==> src/rtl/sfc_pkg.sv <==
// Shared types and trigger-level decoding for the serial FIFO flow-control block.
// Assumes 16-entry queues: the trigger tables are defined for that depth.
package sfc_pkg;

    typedef struct packed {
        logic [1:0] rx_trig;
        logic [1:0] tx_trig;
        logic       modem_en;
        logic       sync_mode;
    } sfc_cfg_t;

    // Receive level in bytes; the second code differs between modes
    function automatic logic [4:0] rx_level(input logic [1:0] code, input logic sync_mode);
        case (code)
            2'd0:    return 5'd1;
            2'd1:    return sync_mode ? 5'd2 : 5'd4;
            2'd2:    return 5'd8;
            default: return 5'd14;
        endcase
    endfunction

    // Transmit level as remaining bytes
    function automatic logic [4:0] tx_level(input logic [1:0] code);
        case (code)
            2'd0:    return 5'd8;
            2'd1:    return 5'd4;
            2'd2:    return 5'd2;
            default: return 5'd0;
        endcase
    endfunction

endpackage

==> src/rtl/sfc_byte_fifo.sv <==
// Show-ahead byte queue with a fill count.
// Pushes when full and pops when empty are dropped. clr flushes pointers and count.
// Assumes DEPTH is a power of two so the pointers wrap naturally.
module sfc_byte_fifo #(
    parameter int W     = 8,
    parameter int DEPTH = 16
) (
    input  logic                         clk,
    input  logic                         rst_n,
    input  logic                         clr,
    input  logic                         push,
    input  logic [W-1:0]                 wdata,
    input  logic                         pop,
    output logic [W-1:0]                 rdata,
    output logic [$clog2(DEPTH+1)-1:0]   count
);
    localparam int AW = $clog2(DEPTH);
    localparam int CW = $clog2(DEPTH + 1);
    localparam logic [CW-1:0] FULL_CNT = CW'(DEPTH);

    logic [W-1:0]  mem [DEPTH];
    logic [AW-1:0] wr_ptr, rd_ptr;
    logic          do_push, do_pop;

    // Accept strobes only when there is room or data
    always_comb begin
        do_push = push && (count != FULL_CNT);
        do_pop  = pop  && (count != '0);
    end

    // Storage write
    always_ff @(posedge clk) begin
        if (do_push) mem[wr_ptr] <= wdata;
    end

    // Pointer and count update with flush
    always_ff @(posedge clk) begin
        if (!rst_n || clr) begin
            wr_ptr <= '0;
            rd_ptr <= '0;
            count  <= '0;
        end else begin
            if (do_push) wr_ptr <= wr_ptr + 1'b1;
            if (do_pop)  rd_ptr <= rd_ptr + 1'b1;
            count <= count + CW'(do_push) - CW'(do_pop);
        end
    end

    assign rdata = mem[rd_ptr];

endmodule

==> src/rtl/sfc_sticky_flag.sv <==
// Sticky status flag: set while cond holds, cleared by a strobe that wins for one cycle.
// Assumes cond comes from registered state.
module sfc_sticky_flag (
    input  logic clk,
    input  logic rst_n,
    input  logic cond,
    input  logic clr,
    output logic flag
);
    // Clear has priority, otherwise set or hold
    always_ff @(posedge clk) begin
        if (!rst_n)   flag <= 1'b0;
        else if (clr) flag <= 1'b0;
        else          flag <= flag | cond;
    end
endmodule

==> src/rtl/sfc_modem_gate.sv <==
// Handshake gating: when inactive, the peer's line reads as clear and request-to-send is held low.
// Assumes cts_n is already synchronised to clk.
module sfc_modem_gate #(
    parameter int CW        = 5,
    parameter int RTS_LEVEL = 15
) (
    input  logic          active,
    input  logic          cts_n,
    input  logic [CW-1:0] rx_count,
    output logic          rts_n,
    output logic          tx_start_ok
);
    localparam logic [CW-1:0] RTS_CNT = CW'(RTS_LEVEL);

    // Force fixed line levels unless the handshake is active
    always_comb begin
        rts_n       = active && (rx_count >= RTS_CNT);
        tx_start_ok = active ? !cts_n : 1'b1;
    end
endmodule

==> src/rtl/sfifo_flow_ctrl.sv <==
// Serial FIFO trigger and flow-control top.
// Holds the configuration register, both queues, both trigger flags and the handshake gating.
// Assumes DEPTH = 16 to match the trigger tables in sfc_pkg.
module sfifo_flow_ctrl #(
    parameter int W         = 8,
    parameter int DEPTH     = 16,
    parameter int RTS_LEVEL = 15
) (
    input  logic                       clk,
    input  logic                       rst_n,
    input  logic                       fifo_clr,
    input  logic                       cfg_we,
    input  logic [1:0]                 cfg_rx_trig,
    input  logic [1:0]                 cfg_tx_trig,
    input  logic                       cfg_modem_en,
    input  logic                       cfg_sync,
    input  logic                       tx_push,
    input  logic [W-1:0]               tx_wdata,
    input  logic                       tx_pop,
    output logic [W-1:0]               tx_rdata,
    input  logic                       rx_push,
    input  logic [W-1:0]               rx_wdata,
    input  logic                       rx_pop,
    output logic [W-1:0]               rx_rdata,
    output logic [$clog2(DEPTH+1)-1:0] tx_count,
    output logic [$clog2(DEPTH+1)-1:0] rx_count,
    output logic                       rdf,
    input  logic                       rdf_clr,
    output logic                       tdfe,
    input  logic                       tdfe_clr,
    input  logic                       cts_n,
    output logic                       rts_n,
    output logic                       tx_start_ok
);
    import sfc_pkg::*;

    localparam int CW = $clog2(DEPTH + 1);

    sfc_cfg_t      cfg_q;
    logic          modem_eff;
    logic          rx_hit, tx_hit;
    logic [CW-1:0] rx_lvl, tx_lvl;

    // Configuration register, cleared only by reset
    always_ff @(posedge clk) begin
        if (!rst_n)      cfg_q <= '0;
        else if (cfg_we) cfg_q <= '{rx_trig: cfg_rx_trig, tx_trig: cfg_tx_trig,
                                    modem_en: cfg_modem_en, sync_mode: cfg_sync};
    end

    // Trigger thresholds and the handshake enable, which sync mode overrides
    always_comb begin
        rx_lvl    = CW'(rx_level(cfg_q.rx_trig, cfg_q.sync_mode));
        tx_lvl    = CW'(tx_level(cfg_q.tx_trig));
        rx_hit    = rx_count >= rx_lvl;
        tx_hit    = tx_count <= tx_lvl;
        modem_eff = cfg_q.modem_en && !cfg_q.sync_mode;
    end

    sfc_byte_fifo #(.W(W), .DEPTH(DEPTH)) u_tx_fifo (
        .clk(clk), .rst_n(rst_n), .clr(fifo_clr),
        .push(tx_push), .wdata(tx_wdata), .pop(tx_pop),
        .rdata(tx_rdata), .count(tx_count)
    );

    sfc_byte_fifo #(.W(W), .DEPTH(DEPTH)) u_rx_fifo (
        .clk(clk), .rst_n(rst_n), .clr(fifo_clr),
        .push(rx_push), .wdata(rx_wdata), .pop(rx_pop),
        .rdata(rx_rdata), .count(rx_count)
    );

    sfc_sticky_flag u_rdf (
        .clk(clk), .rst_n(rst_n), .cond(rx_hit), .clr(rdf_clr), .flag(rdf)
    );

    sfc_sticky_flag u_tdfe (
        .clk(clk), .rst_n(rst_n), .cond(tx_hit), .clr(tdfe_clr), .flag(tdfe)
    );

    sfc_modem_gate #(.CW(CW), .RTS_LEVEL(RTS_LEVEL)) u_modem (
        .active(modem_eff), .cts_n(cts_n), .rx_count(rx_count),
        .rts_n(rts_n), .tx_start_ok(tx_start_ok)
    );

endmodule

==> config.mk <==
export PLATFORM = sky130hd
export DESIGN_NAME = sfifo_flow_ctrl
export DESIGN_NICKNAME = d
export VERILOG_FILES = /design/src/rtl/sfc_pkg.sv /design/src/rtl/sfc_byte_fifo.sv /design/src/rtl/sfc_sticky_flag.sv /design/src/rtl/sfc_modem_gate.sv /design/src/rtl/sfifo_flow_ctrl.sv
export SDC_FILE = /design/constraint.sdc
export NUM_CORES = 1
export LEC_CHECK = 0
export BUFFER_PORTS_ARGS = -buffer_cell sky130_fd_sc_hd__buf_4
export CAP_MARGIN = 30
export CELL_PAD_IN_SITES_DETAIL_PLACEMENT = 0
export CELL_PAD_IN_SITES_GLOBAL_PLACEMENT = 2
export CORE_UTILIZATION = 50
export DETAILED_ROUTE_END_ITERATION = 8
export PLACE_DENSITY = 0.95
export SLEW_MARGIN = 20
export SYNTH_ARGS = -nofsm -noshare
export SYNTH_HDL_FRONTEND = slang
export SYNTH_SLANG_ARGS = --single-unit
==> constraint.sdc <==
create_clock -name clk -period 4.3 [get_ports clk]
set_clock_uncertainty 0.05 [all_clocks]
set_input_delay 0.43 -clock clk [delete_from_list [all_inputs] [get_ports clk]]
set_output_delay 0.43 -clock clk [all_outputs]
set_load 0.005 [all_outputs]
==> out/results.ini, run 1 <==
[route]
dr.pass1.iters=4
wl_per_cell_um=21.09
wirelength_um=23030
first_iter_violations=461
routed_via_density=5.647
drc_errors=0
vias=6166
postRouteAntennaNets=0

[sta]
finalSetupViolations=0
hold_viol=0
fin_tns_setup_ns=0
rsz0062_at_grt=no
fin_hold_ws_ns=0.03965
fin_crit_sh=0.7579
relSlewSlack=0.3716
slew_viol_final=0
tightestPinTransition_ns=0.9392
fmax_mhz=306.8
period_minus_slack_ns=3.259

[yosys]
syn_inst=678
syn_area_per_cell_um2=17.84
ys_ff_latch=298
yosysTopAreaCell=edfxtp_1
yosysWarnings=0
synth.top_cells.by_area=edfxtp_1 64%, dfxtp_1 7.0%, mux4_2 6.7%
synthesis.area_mm2=0.01210
synth_fp_nets=743
synth_top_area_share=0.6354
synthDistinctLibCells=39
seq_area_frac_synth=0.7049

[cts]
cts_tree=yes
cts_resized=0
cts-hold-fix-buffers=1
clock-sinks=298
htreeDepth=1
clk_latency_ns=0.54
path_clk_slew_ns=0.06
cts_setup_buffers=0
cts_root_buf=clkbuf_16
numCtsBuffers=29
clockBufferDepth=3

[placement]
placed_cell_area_mm2=0.01283
portBuffers=62
place_congestion=0.7546
hpwl_um=15030

[setup_path]
worst_ep_arrival_time_ns=2.78
criticalPathCategory=reg2out
critPathTopFamily=flip-flops
crit_path_max_incr_delay_ns=0.81
start_kind=register
critPathMostFrequentCell=buf_4
critPathBufInv=2
r2r.worst_path.cells=7
path_max_fanout=22
slowest_stage=dfxtp_2
path_cells=buf_4, mux4_1, a22oi_1, nand2_1, buf_4
worst-path-stages=5
cp-end-kind=output pin
required_ns=3.82

[global_routing]
overflow=0
antenna_found_initial=0
grt_pass1_wl_um=35100
grt_max_degree=35
grt_pass1_vias=6296
grtUsageTotal=0.1910

[floorplan]
fp-row-count=56
die_h_um=157.6
ioPinCount=63
core_region_area_mm2=0.02361
fp.dieW_um=157.6
initial_core_util=0.5123
dieArea_mm2=0.02482

[run]
drv_cap=0

[cells_and_area]
n_antenna_cell=0
final_cell_mix=256 x edfxtp_1, 67 x buf_4, 61 x nor2_1, 40 x dfxtp_1, 36 x mux4_2
fin_nets=816
syn2layout_area_growth_pct=14.19
drive_above_1_share=0.2018
final_area_mm2=0.01381
layout_commonest_cell=edfxtp_1

[min_path]
min_path_type=in2reg
holdPathStages=2

[power_and_ir_drop]
power_w=0.006976
p_leak_nw=4.728
irDropWorstVdd_v=0.0002575
p_per_area_mw_per_mm2=505.0

[run_status]
outcome=finished, final reports clean

Yosys cell counts (all sizes together):
library cell,n
buf,15
dfxtp,42
and4,1
o21ai,7
and2,4
and3,5
clkdlybuf4s25,6
and2b,2
a21oi,10
mux4,64
fa,2
nor3b,1
a21o,3
o21a,1
or2,1
nor2b,4
inv,25
or4,1
xnor2,5
nor3,11
nand2,28
o41ai,1
nand3b,1
nand3,13
ha,30
nand2b,9
mux2i,8
nor2,61
edfxtp,256
or4b,2
xor2,12
nand4bb,2
clkbuf,10
nor4,2
a22oi,33
layout make-up:
type / instances / area [µm²]
fill: 1728 / 9798
sequential: 298 / 8531
multi-input combinational: 324 / 3282
clock buffer: 37 / 755.7
timing repair buffer: 73 / 544.3
tap: 319 / 399.1
clock inverter: 16 / 209.0
inverter: 25 / 93.84
worst register-to-register path, delay by kind of cell (launching register included):
family / cells / cell delay (ns)
buffers and inverters: 2 / 0.39
and+or+nand+nor: 4 / 1.28
DFF: 1 / 0.45
adders and majority gates: 1 / 0.22
where the power goes:
group	internal, W	total (W)	switching [W]
clock	0.00154	0.00256	0.00102
combinational	0.000544	0.00106	0.000518
sequential	0.00323	0.00335	0.000120
worst paths after layout:
kind	startpoint	endpoint	slack, ns
setup / recovery	register	rx_rdata[4]	1.04
hold / removal	tdfe_clr	u_tdfe.flag	0.04
setup reg to reg	u_rx_fifo.count[2]	u_rx_fifo.mem[2][1]	1.62
hold reg to reg	u_rx_fifo.rd_ptr[1]	u_rx_fifo.rd_ptr[1]	0.45
cells by family (layout without fill, tap and decap cells):
group           after synthesis  count (layout)  synth area share
compound gates               55              55           0.03072
xor+xnor                     17              17           0.01231
fa+ha+maj                    32              32           0.03434
buf+inv                      56             151           0.02544
simple gates                148             148           0.05781
mux                          72              72            0.1345
flops                       298             298            0.7049
per-layer routing:
layer  part of all wire  GRT usage
met2               0.49     0.3247
met5                  0          0
met3              0.055    0.02726
met1               0.44     0.2612
met4              0.013    0.04485
sequential cells by signal, summed over array words and instances (netlist names), named ones only:
name              count
u_tx_fifo.count       5
cfg_q                 6
u_rx_fifo.mem       128
u_rdf.flag            1
u_rx_fifo.rd_ptr      4
u_rx_fifo.count       5
u_tx_fifo.mem       128
u_rx_fifo.wr_ptr      4
u_tx_fifo.wr_ptr      4
u_tdfe.flag           1
u_tx_fifo.rd_ptr      4
metrics by stage:
stage / worst slack, ns / instances / util
6_report: 1.041 / 1092 / 0.5850
3_5_place_dp: 1.591 / 1037 / 0.5433
2_1_floorplan: 1.888 / 678 / -
3_3_place_gp: 1.538 / 1033 / 0.5416
5_1_grt: 0.8614 / 1092 / 0.5850
4_1_cts: 0.9960 / 1091 / 0.5846
Note: power is estimated with default switching activity, not from simulation.
==> inputs of run 2 (changes only) <==
--- a/config.mk
+++ b/config.mk
@@ -9,9 +9,9 @@
 export CAP_MARGIN = 30
 export CELL_PAD_IN_SITES_DETAIL_PLACEMENT = 0
 export CELL_PAD_IN_SITES_GLOBAL_PLACEMENT = 2
-export CORE_UTILIZATION = 50
+export CORE_UTILIZATION = 46
 export DETAILED_ROUTE_END_ITERATION = 8
-export PLACE_DENSITY = 0.95
+export PLACE_DENSITY = 0.9
 export SLEW_MARGIN = 20
 export SYNTH_ARGS = -nofsm -noshare
 export SYNTH_HDL_FRONTEND = slang
==> constraint.sdc (replaced) <==
create_clock -name clk -period 3.3 [get_ports clk]
set_clock_uncertainty 0.05 [all_clocks]
set_input_delay 0.33 -clock clk [delete_from_list [all_inputs] [get_ports clk]]
set_output_delay 0.33 -clock clk [all_outputs]
set_load 0.005 [all_outputs]
==> out/results.ini, run 2 (synthesis gave the netlist of run 1 again) <==
[sta]
rsz0062_at_grt=no  ; unchanged
fin_tns_setup_ns=0  ; unchanged
fin_crit_sh=0.9105
slew_viol_final=0  ; unchanged
fmax_mhz=332.8
fin_ws_ns=0.2955  ; was 1.041 ns
finalSetupViolations=0  ; unchanged
relSlewSlack=0.3908  ; was 0.3716
hold_viol=0  ; unchanged
fin_hold_ws_ns=0.03109  ; was 0.03965 ns
tightestPinTransition_ns=0.9105  ; was 0.9392 ns
period_minus_slack_ns=3.005

[cts]
numCtsBuffers=28  ; was 29
clock-sinks=298  ; unchanged
clockBufferDepth=3  ; unchanged
cts_tree=yes  ; unchanged
path_clk_slew_ns=0.06  ; about the same
cts_setup_buffers=0  ; unchanged
htreeDepth=1  ; unchanged
clk_latency_ns=0.54  ; about the same
cts_root_buf=clkbuf_16  ; unchanged

[floorplan]
initial_core_util=0.4749  ; was 0.5123
ioPinCount=63  ; unchanged
die_h_um=164.2  ; was 157.6 µm
dieArea_mm2=0.02695  ; was 0.02482 mm²
fp.dieW_um=164.2  ; was 157.6 µm
fp-row-count=58  ; was 56
core_region_area_mm2=0.02547  ; was 0.02361 mm²

[power_and_ir_drop]
p_per_area_mw_per_mm2=668.4  ; was 505.0 mW/mm²
pwr-share-comb=0.154  ; was 0.152
switching_share=0.2343  ; was 0.2378
internal_power_w=0.007174  ; was 0.005317 W
p_clk_frac=0.382  ; was 0.367
p_leak_nw=4.818  ; was 4.728 nW
irDropWorstVdd_v=0.0004103  ; was 0.0002575 V
sequentialPowerShare=0.464  ; was 0.480
switchingPower_w=0.002195  ; was 0.001659 W
power_w=0.009368  ; was 0.006976 W

[cells_and_area]
reg_top3=u_rx_fifo.mem (128), u_tx_fifo.mem (128), cfg_q (6)  ; unchanged
fin_cells=1116  ; was 1092
drive_above_1_share=0.2099  ; was 0.2018
fillerInstances=1914  ; was 1728
multi_input_area_mm2=0.003262  ; was 0.003282 mm²
layout_commonest_cell=edfxtp_1  ; unchanged
syn2layout_area_growth_pct=15.85  ; was 14.19%
final_cell_mix=256 x edfxtp_1, 79 x buf_4, 61 x nor2_1, 40 x dfxtp_1, 36 x mux4_2  ; was 256 x edfxtp_1, 67 x buf_4, 61 x nor2_1, 40 x dfxtp_1, 36 x mux4_2
fin_nets=829  ; was 816
seq_area_mm2=0.008531  ; unchanged
n_antenna_cell=0  ; unchanged

[placement]
place_ws_ns=0.7255  ; was 1.591 ns
place_congestion=0.7773  ; was 0.7546
hpwl_um=15240  ; was 15030 µm
place_inst=1056  ; was 1037
portBuffers=62  ; unchanged

[setup_path]
path_max_fanout=18  ; was 22
required_ns=2.92  ; was 3.82 ns
start_kind=register  ; unchanged
cp-end-kind=output pin  ; unchanged
criticalPathCategory=reg2out  ; unchanged
worst_ep_arrival_time_ns=2.62  ; was 2.78 ns

[global_routing]
overflow=0  ; unchanged
grt_pass1_vias=6329  ; was 6296
antenna_found_initial=0  ; unchanged
grt_max_degree=35  ; unchanged
grt_pass1_wl_um=35520  ; was 35100 µm
grtUsageTotal=0.1753  ; was 0.1910

[run]
drv_cap=0  ; unchanged

[route]
postRouteAntennaNets=0  ; unchanged
first_iter_violations=446  ; was 461
drc_errors=0  ; unchanged
wirelength_um=23030  ; about the same
dr.pass1.iters=4  ; unchanged
vias=6121  ; was 6166
routed_via_density=5.485  ; was 5.647
wl_per_cell_um=20.64  ; was 21.09 µm

[run_status]
outcome=finished, final reports clean  ; unchanged

[min_path]
min_path_type=in2reg  ; unchanged

[run 2: final timing paths]
kind / slack, ns / depth (start not counted) / startpoint / end
worst min register to register: 0.46 / 2 / u_rx_fifo.rd_ptr[1] / u_rx_fifo.rd_ptr[1]
worst max register to register: 0.70 / 12 / u_rx_fifo.count[2] / u_rx_fifo.count[4]
worst min-delay path: 0.03 / 3 / cfg_tx_trig[0] / cfg_q[2]
worst max-delay path: 0.30 / 5 / register / tx_rdata[1]
[run 2: per-stage QoR]
stage / instance area (µm²) / utilization
2_1_floorplan: 12100 / -
3_3_place_gp: 12890 / 0.5061
3_5_place_dp: 12890 / 0.5061
4_1_cts: 14020 / 0.5503
5_1_grt: 14020 / 0.5503
6_report: 14020 / 0.5503
[run 2: what timing repair did]
action	4_1_cts	5_1_grt
gates resized for setup	0	0
hold buffers	8	0
endpoints found under the hold margin	7	0
[run 2: worst max-delay path, stage by stage, from the launching register on]
cell,delay (ns)
dfxtp_2,0.74
buf_4,0.29
mux4_1,0.57
a22oi_1,0.19
nand2_1,0.13
buf_4,0.16
[run 2: power groups by stage]
stage	clock (W)	combinational (W)	sequential (W)
global route	0.00378	0.00161	0.00437
global placement	0	0.00140	0.00442
detailed placement	0	0.00144	0.00443
CTS	0.00362	0.00146	0.00435
floorplan	0	0.00101	0.00437
finish	0.00358	0.00145	0.00435
[run 2: final cells by class]
cell class                 instances  share of cell area
sequential                       298              0.6086
tap                              330             0.02946
clock inverter                    21             0.02214
timing repair buffer              87             0.04803
multi-input combinational        324              0.2327
inverter                          25            0.006695
clock buffer                      31             0.05231
[run 2: routing by layer]
| layer | up-vias | wire length, µm | global-route usage |
|---|---|---|---|
| met5 | - | 0 | 0 |
| met4 | 0 | 399 | 0.04082 |
| met3 | 30 | 1127 | 0.03005 |
| met2 | 158 | 11750 | 0.3030 |
| met1 | 3101 | 9755 | 0.2310 |
| li1 | 2832 | - | - |
